<file path="src/rtl/cbm_pkg.sv">
package cbm_pkg;

    localparam int NUM_SLOTS    = 16;
    localparam int SLOT_IDX_W   = $clog2(NUM_SLOTS);
    localparam int WDATA_W      = 7;
    localparam int PRG_BANK_W   = 6;
    localparam int PRG_RAW_W    = PRG_BANK_W + 1;
    localparam int PRG_WINS     = 3;
    localparam int RAM_WINS     = 2;
    localparam int RAM_BANK_W   = 2;
    localparam int RAM_RAW_W    = 3;

    localparam int SLOT_RAM_BASE = 0;
    localparam int SLOT_PRG_BASE = 2;
    localparam int SLOT_CHR      = 5;
    localparam int SLOT_MIRR     = 10;

    typedef enum logic [2:0] {
        WIN_NONE,
        WIN_RAM0,
        WIN_RAM1,
        WIN_PRG0,
        WIN_PRG1,
        WIN_PRG2,
        WIN_PRG_FIX
    } win_e;

    typedef struct packed {
        logic [RAM_WINS-1:0][RAM_RAW_W-1:0] ram_raw;
        logic [PRG_WINS-1:0][PRG_RAW_W-1:0] prg_raw;
        logic                               chr_sel;
        logic                               mirr_bit;
    } cfg_t;

    // raw = {s[3], s[2], s[0]}; bank = (s & 1) | (s >> 2), kept to two bits
    function automatic logic [RAM_BANK_W-1:0] fold_ram(input logic [RAM_RAW_W-1:0] raw);
        return {raw[2], raw[1] | raw[0]};
    endfunction

endpackage

</file>
<file path="src/rtl/cbm_regfile.sv">
module cbm_regfile
    import cbm_pkg::*;
(
    input  logic                  clk,
    input  logic                  rst_n,
    input  logic                  wr_en,
    input  logic                  sel_hi,
    input  logic [SLOT_IDX_W-1:0] idx,
    input  logic [WDATA_W-1:0]    wdata,
    output cfg_t                  cfg
);

    logic hit;
    assign hit = wr_en && sel_hi;

    for (genvar g = 0; g < RAM_WINS; g++) begin : g_ram
        logic [RAM_RAW_W-1:0] q;
        always_ff @(posedge clk or negedge rst_n) begin
            if (!rst_n)
                q <= '0;
            else if (hit && idx == SLOT_IDX_W'(SLOT_RAM_BASE + g))
                q <= {wdata[3], wdata[2], wdata[0]};
        end
        assign cfg.ram_raw[g] = q;
    end

    for (genvar g = 0; g < PRG_WINS; g++) begin : g_prg
        logic [PRG_RAW_W-1:0] q;
        always_ff @(posedge clk or negedge rst_n) begin
            if (!rst_n)
                q <= '0;
            else if (hit && idx == SLOT_IDX_W'(SLOT_PRG_BASE + g))
                q <= wdata[PRG_RAW_W-1:0];
        end
        assign cfg.prg_raw[g] = q;
    end

    logic chr_q;
    logic mirr_q;

    always_ff @(posedge clk or negedge rst_n) begin
        if (!rst_n) begin
            chr_q  <= 1'b0;
            mirr_q <= 1'b0;
        end else if (hit) begin
            if (idx == SLOT_IDX_W'(SLOT_CHR))
                chr_q <= wdata[0];
            if (idx == SLOT_IDX_W'(SLOT_MIRR))
                mirr_q <= wdata[1];
        end
    end

    assign cfg.chr_sel  = chr_q;
    assign cfg.mirr_bit = mirr_q;

    // without an upper-half write, the configuration holds
    p_hold_cfg_r2: assert property (@(posedge clk) disable iff (!rst_n)
        !hit |=> $stable(cfg));

    // a write to slot 2 is taken into the first program window field
    p_load_prg0_r5: assert property (@(posedge clk) disable iff (!rst_n)
        (hit && idx == SLOT_IDX_W'(SLOT_PRG_BASE)) |=> (cfg.prg_raw[0] == $past(wdata)));

endmodule

</file>
<file path="src/rtl/cbm_cpu_xlate.sv">
module cbm_cpu_xlate
    import cbm_pkg::*;
(
    input  logic [3:0]            addr_nib,
    input  cfg_t                  cfg,
    output logic [PRG_BANK_W-1:0] prg_bank,
    output logic                  prg_cs_int,
    output logic                  prg_cs_ext,
    output logic [RAM_BANK_W-1:0] ram_bank,
    output logic                  ram_cs_main,
    output logic                  ram_cs_ext
);

    win_e win;

    always_comb begin
        unique case (addr_nib)
            4'h6:        win = WIN_RAM0;
            4'h7:        win = WIN_RAM1;
            4'h8, 4'h9:  win = WIN_PRG0;
            4'hA, 4'hB:  win = WIN_PRG1;
            4'hC, 4'hD:  win = WIN_PRG2;
            4'hE, 4'hF:  win = WIN_PRG_FIX;
            default:     win = WIN_NONE;
        endcase
    end

    logic [PRG_RAW_W-1:0] prg_raw_sel;
    logic [RAM_BANK_W-1:0] ram_fold;

    always_comb begin
        prg_bank    = '0;
        prg_cs_int  = 1'b0;
        prg_cs_ext  = 1'b0;
        ram_bank    = '0;
        ram_cs_main = 1'b0;
        ram_cs_ext  = 1'b0;
        prg_raw_sel = '0;
        ram_fold    = '0;
        unique case (win)
            WIN_RAM0, WIN_RAM1: begin
                ram_fold    = fold_ram(cfg.ram_raw[(win == WIN_RAM1) ? 1 : 0]);
                ram_bank    = ram_fold;
                ram_cs_ext  = ram_fold[RAM_BANK_W-1];
                ram_cs_main = !ram_fold[RAM_BANK_W-1];
            end
            WIN_PRG0, WIN_PRG1, WIN_PRG2: begin
                if (win == WIN_PRG0)
                    prg_raw_sel = cfg.prg_raw[0];
                else if (win == WIN_PRG1)
                    prg_raw_sel = cfg.prg_raw[1];
                else
                    prg_raw_sel = cfg.prg_raw[2];
                prg_bank   = prg_raw_sel[PRG_BANK_W-1:0];
                prg_cs_ext = prg_raw_sel[PRG_BANK_W];
                prg_cs_int = !prg_raw_sel[PRG_BANK_W];
            end
            WIN_PRG_FIX: begin
                prg_bank   = '1;
                prg_cs_ext = 1'b1;
            end
            WIN_NONE: begin
            end
            default: begin
            end
        endcase
    end

endmodule

</file>
<file path="src/rtl/cbm_ppu_xlate.sv">
module cbm_ppu_xlate (
    input  logic [1:0] ppu_hi,
    input  logic       chr_sel,
    output logic       chr_cs,
    output logic       chr_page
);

    always_comb begin
        chr_cs   = 1'b0;
        chr_page = 1'b0;
        unique case (ppu_hi)
            2'b00: begin
                chr_cs   = 1'b1;
                chr_page = chr_sel;
            end
            2'b01: begin
                chr_cs   = 1'b1;
                chr_page = 1'b1;
            end
            default: begin
            end
        endcase
    end

endmodule

</file>
<file path="src/rtl/cart_bank_mapper.sv">
module cart_bank_mapper
    import cbm_pkg::*;
(
    input  logic                  clk,
    input  logic                  rst_n,
    input  logic [7:0]            cpu_addr_hi,
    input  logic [WDATA_W-1:0]    cpu_wdata,
    input  logic                  cpu_wr,
    input  logic [1:0]            ppu_addr_hi,
    output logic [PRG_BANK_W-1:0] prg_bank,
    output logic                  prg_cs_int,
    output logic                  prg_cs_ext,
    output logic [RAM_BANK_W-1:0] ram_bank,
    output logic                  ram_cs_main,
    output logic                  ram_cs_ext,
    output logic                  chr_cs,
    output logic                  chr_page,
    output logic                  mirror_horiz
);

    cfg_t cfg;

    cbm_regfile u_regfile (
        .clk    (clk),
        .rst_n  (rst_n),
        .wr_en  (cpu_wr),
        .sel_hi (cpu_addr_hi[7]),
        .idx    (cpu_addr_hi[3:0]),
        .wdata  (cpu_wdata),
        .cfg    (cfg)
    );

    cbm_cpu_xlate u_cpu_xlate (
        .addr_nib    (cpu_addr_hi[7:4]),
        .cfg         (cfg),
        .prg_bank    (prg_bank),
        .prg_cs_int  (prg_cs_int),
        .prg_cs_ext  (prg_cs_ext),
        .ram_bank    (ram_bank),
        .ram_cs_main (ram_cs_main),
        .ram_cs_ext  (ram_cs_ext)
    );

    cbm_ppu_xlate u_ppu_xlate (
        .ppu_hi   (ppu_addr_hi),
        .chr_sel  (cfg.chr_sel),
        .chr_cs   (chr_cs),
        .chr_page (chr_page)
    );

    assign mirror_horiz = !cfg.mirr_bit;

    // never more than one memory device selected
    p_cs_exclusive_r6: assert property (@(posedge clk) disable iff (!rst_n)
        $onehot0({prg_cs_int, prg_cs_ext, ram_cs_main, ram_cs_ext}));

    // top window is the last external bank
    p_fixed_window_r7: assert property (@(posedge clk) disable iff (!rst_n)
        (cpu_addr_hi[7:5] == 3'b111) |-> (prg_cs_ext && prg_bank == '1));

    // nothing selected below the RAM windows
    p_no_cs_low_r4: assert property (@(posedge clk) disable iff (!rst_n)
        (cpu_addr_hi < 8'h60) |-> !(prg_cs_int || prg_cs_ext || ram_cs_main || ram_cs_ext));

    // upper pattern page is fixed to page 1
    p_chr_upper_r8: assert property (@(posedge clk) disable iff (!rst_n)
        (ppu_addr_hi == 2'b01) |-> (chr_cs && chr_page));

    // a slot-10 write sets mirroring to the inverse of data bit 1
    p_mirror_write_r9: assert property (@(posedge clk) disable iff (!rst_n)
        (cpu_wr && cpu_addr_hi[7] && cpu_addr_hi[3:0] == 4'hA)
            |=> (mirror_horiz == !$past(cpu_wdata[1])));

endmodule

</file>
<file path="config.mk">
export PLATFORM = sky130hd
export DESIGN_NAME = cart_bank_mapper
export DESIGN_NICKNAME = d
export VERILOG_FILES = /design/src/rtl/cbm_pkg.sv /design/src/rtl/cbm_regfile.sv /design/src/rtl/cbm_cpu_xlate.sv /design/src/rtl/cbm_ppu_xlate.sv /design/src/rtl/cart_bank_mapper.sv
export SDC_FILE = /design/constraint.sdc
export NUM_CORES = 1
export LEC_CHECK = 0
export BUFFER_PORTS_ARGS = -buffer_cell sky130_fd_sc_hd__buf_4
export CAP_MARGIN = 20
export CORE_MARGIN = 4
export CORE_UTILIZATION = 50
export CTS_CLUSTER_SIZE = 25
export DETAILED_ROUTE_END_ITERATION = 12
export PLACE_DENSITY = 0.74
export REMOVE_ABC_BUFFERS = 1
export SETUP_SLACK_MARGIN = 0.4
export SLEW_MARGIN = 40
export SYNTH_ARGS = -nofsm -noshare
export SYNTH_HDL_FRONTEND = slang
export SYNTH_HIERARCHICAL = 1
export SYNTH_SLANG_ARGS = --single-unit
</file>
<file path="constraint.sdc">
create_clock -name clk -period 4.3 [get_ports clk]
set_input_delay 0.86 -clock clk [delete_from_list [all_inputs] [get_ports clk]]
set_output_delay 0.86 -clock clk [all_outputs]
set_load 0.02 [all_outputs]
</file>
==> out/summary.txt <==
Core footprint = 3053 sq um
P&R area growth vs syn = 20.41%
Num CTS Buffers = 5
Arr. time, crit path = 2620 ps
Ys async rst share = 1.000
Layout net count = 180
Row cnt = 20
Worst r2r src = u_regfile/g_prg[0].q[4]
Chip width = 64.69 microns
Die area = 4184 sq um
Final setup fails = 0
EDFF count, synth = 0
Clock root buffer = clkbuf_4
Final hold vios = 0
Clock Path Buffers = 2
Clock slew at reported path FFs = 90 ps
Primary FF master, synth = dfrtp_1
Initial antenna violation count = 0
Min-Delay Path Class = in -> async
Fin crit share = 0.8085
Vias = 1,099
Die Height = 64.69 microns
Ant. Diodes = 0
Layout cells sized above 1 = 0.4938
# Post-CTS Setup Buffers = 0
Hold_buf cts = 0
Post-Synth Adder-Cell Area = 0.007788
# clock sinks = 29
Initial detailed-routing violation count = 76
Max_cap viols = 0
Peak Freq = 287.6 MHz
Largest net degree at the start of global routing = 30
Final antenna-violating net count = 0
Syn avg cell area = 12.85 sq um
WL per Instance = 15.72 microns
Simple-gate portion of the synthesized area = 0.1028
Metal-1 WL = 1427 microns
Worst skew pair latency = 320 ps
Htree depth = 2
Met2 Routed Length = 1599 microns
Yosys warns = 6
Sequential fraction of the synthesis area = 0.4517
Leakage power = 0.9985 nW
Crit path to = prg_bank[4]
TritonCTS clock tree = yes
Startpoint types = primary input
Worst Reg-to-Reg Cells = 1
Vias/cell = 5.387
Highest metal used = met4
Gr ovfl total = 0
DRT Wirelength = 3206 microns
#FFs+latches synth = 29
RR Endpoint = u_regfile/g_prg[0].q[4]
Peak VDD IR = 0.2808 mV
Post-DP HPWL = 2340 microns
WS Path Type = in -> out
DRC errors left = 0
Port bufs = 34
Worst Skew = 0 ps
Detailed route wirelength on metal3 = 154 microns
Initial Util = 0.5262
Count of pins over their slew limit = 0
Mapped Cells = 125
Vias in the first global route = 1,182
Slew headroom = 0.5543
Worst-path fanout max = 9
First-pass GRT wire length = 5464 microns
CP Launch Point = cpu_addr_hi[5]
Compound-Gate Fraction of Synth Area = 0.05997
Worst path required time = 3440 ps
Final GP Congestion = 0.7606
Worst setup EP type = output pin
Final cell count without fillers = 204
Synth cell types = 33
Post-CTS sizing = 0
Ports = 35
Largest family of logic cells by synthesized area = multiplexers
Reg2reg setup slack = 3530 ps
Synth Area in XOR/XNOR = 0.005452
Multiplexer area fraction after synthesis = 0.3209
DP Cell Count = 196
PD cells = 393.6 nW/um^2
Worst slew pin tran = 665.7 ps
GRT Total Usage = 0.1726
Netlist Area Pre-Place = 1607 sq um
Min Tclk post-route = 3477 ps
Pre-Repair DR Iteration Count = 4
Setup TNS Final = 0 ps
Status = complete, no violations
Setup repair after global routing missed its margin = no
## cells in the mapped netlist (2+ instances only)
master,n,share of area
nand3b_1,2,0.0093
inv_1,4,0.0093
buf_4,3,0.014
and2b_1,3,0.014
mux2i_1,8,0.050
mux2_4,8,0.075
nand2_1,3,0.0070
mux2_2,27,0.19
dfrtp_1,29,0.45
nor2_1,3,0.0070
o21ai_0,8,0.025
and3b_1,2,0.011
buf_6,4,0.028
nor2b_1,2,0.0078
## worst min path at each step
stage | cells past startpoint | endpoint | slack [ps]
after floorplan | 1 | u_regfile/g_prg[2].q[5] | 470
after detailed placement | 1 | u_regfile/g_prg[2].q[0] | 490
after global placement | 1 | u_regfile/g_prg[1].q[0] | 480
after global routing | 1 | u_regfile/g_prg[2].q[6] | 440
after CTS | 1 | u_regfile/g_ram[0].q[1] | 440
final | 1 | u_regfile/g_ram[0].q[1] | 430
## power breakdown
group / switching (mW) / leakage, nW / internal, mW
sequential: 0.0261 / 0.371 / 0.325
clock: 0.0945 / 0.0455 / 0.139
combinational: 0.0742 / 0.582 / 0.102
total: 0.195 / 0.998 / 0.567
## cell families (layout without fill, tap and decap cells)
family,count (synthesis),after routing
fa+ha+maj,1,1
simple gates,24,24
xor+xnor,1,1
flops,29,29
mux,44,44
buf+inv,11,46
compound gates,15,15
## stage by stage
stage | hold WS (ps) | power [mW] | instance area (sq um) | worst slack (ps) | utilization
detailed placement | 491.6 | 0.5355 | 1849 | 826.3 | 0.6057
CTS | 438.9 | 0.7711 | 1934 | 815.9 | 0.6336
global route | 436.9 | 0.8082 | 1934 | 660.5 | 0.6336
global placement | 484.5 | 0.5257 | 1849 | 904.7 | 0.6057
finish | 433.5 | 0.7615 | 1934 | 823.2 | 0.6336
floorplan | 474.0 | 0.4681 | 1539 | 1155 | -
## critical path: stages
cell and delay [ps]:
buf_4 120, inv_1 50, ha_1 250, and4bb_1 520, mux2_2 390, mux2i_1 130, o21ai_0 90, buf_4 190
## cell usage in the layout, fill, tap and decap left out, drive strengths merged, types with 2 or more instances in the layout
cell type and instances:
mux2 36, nand2 3, clkbuf 7, nor2 3
and3b 2, nand3b 2, and2b 3, o21ai 9
inv 4, buf 34, dfrtp 29, nor2b 2
and4bb 2, mux2i 8
## state kept, by name, indices dropped and copies added (netlist names)
register	count
u_regfile/g_ram.q	6
u_regfile/g_prg.q	21
u_regfile/chr_q	1
u_regfile/mirr_q	1
## final cells by class
class / count / area, sq um
Timing Repair Buffer: 34 / 255.2
Multi-Input combinational cell: 85 / 798.3
Tap cell: 44 / 55.05
Sequential cell: 29 / 725.7
Clock buffer: 7 / 55.05
Clock inverter: 1 / 30.03
Inverter: 4 / 15.01
Fill cell: 255 / 1119
## metal layers
layer	vias up	global-route usage
li1	521	-
met1	547	0.2076
met2	27	0.2887
met3	4	0.06066
met4	0	0.05541
met5	-	0
Note: power is estimated with default switching activity, not from simulation.
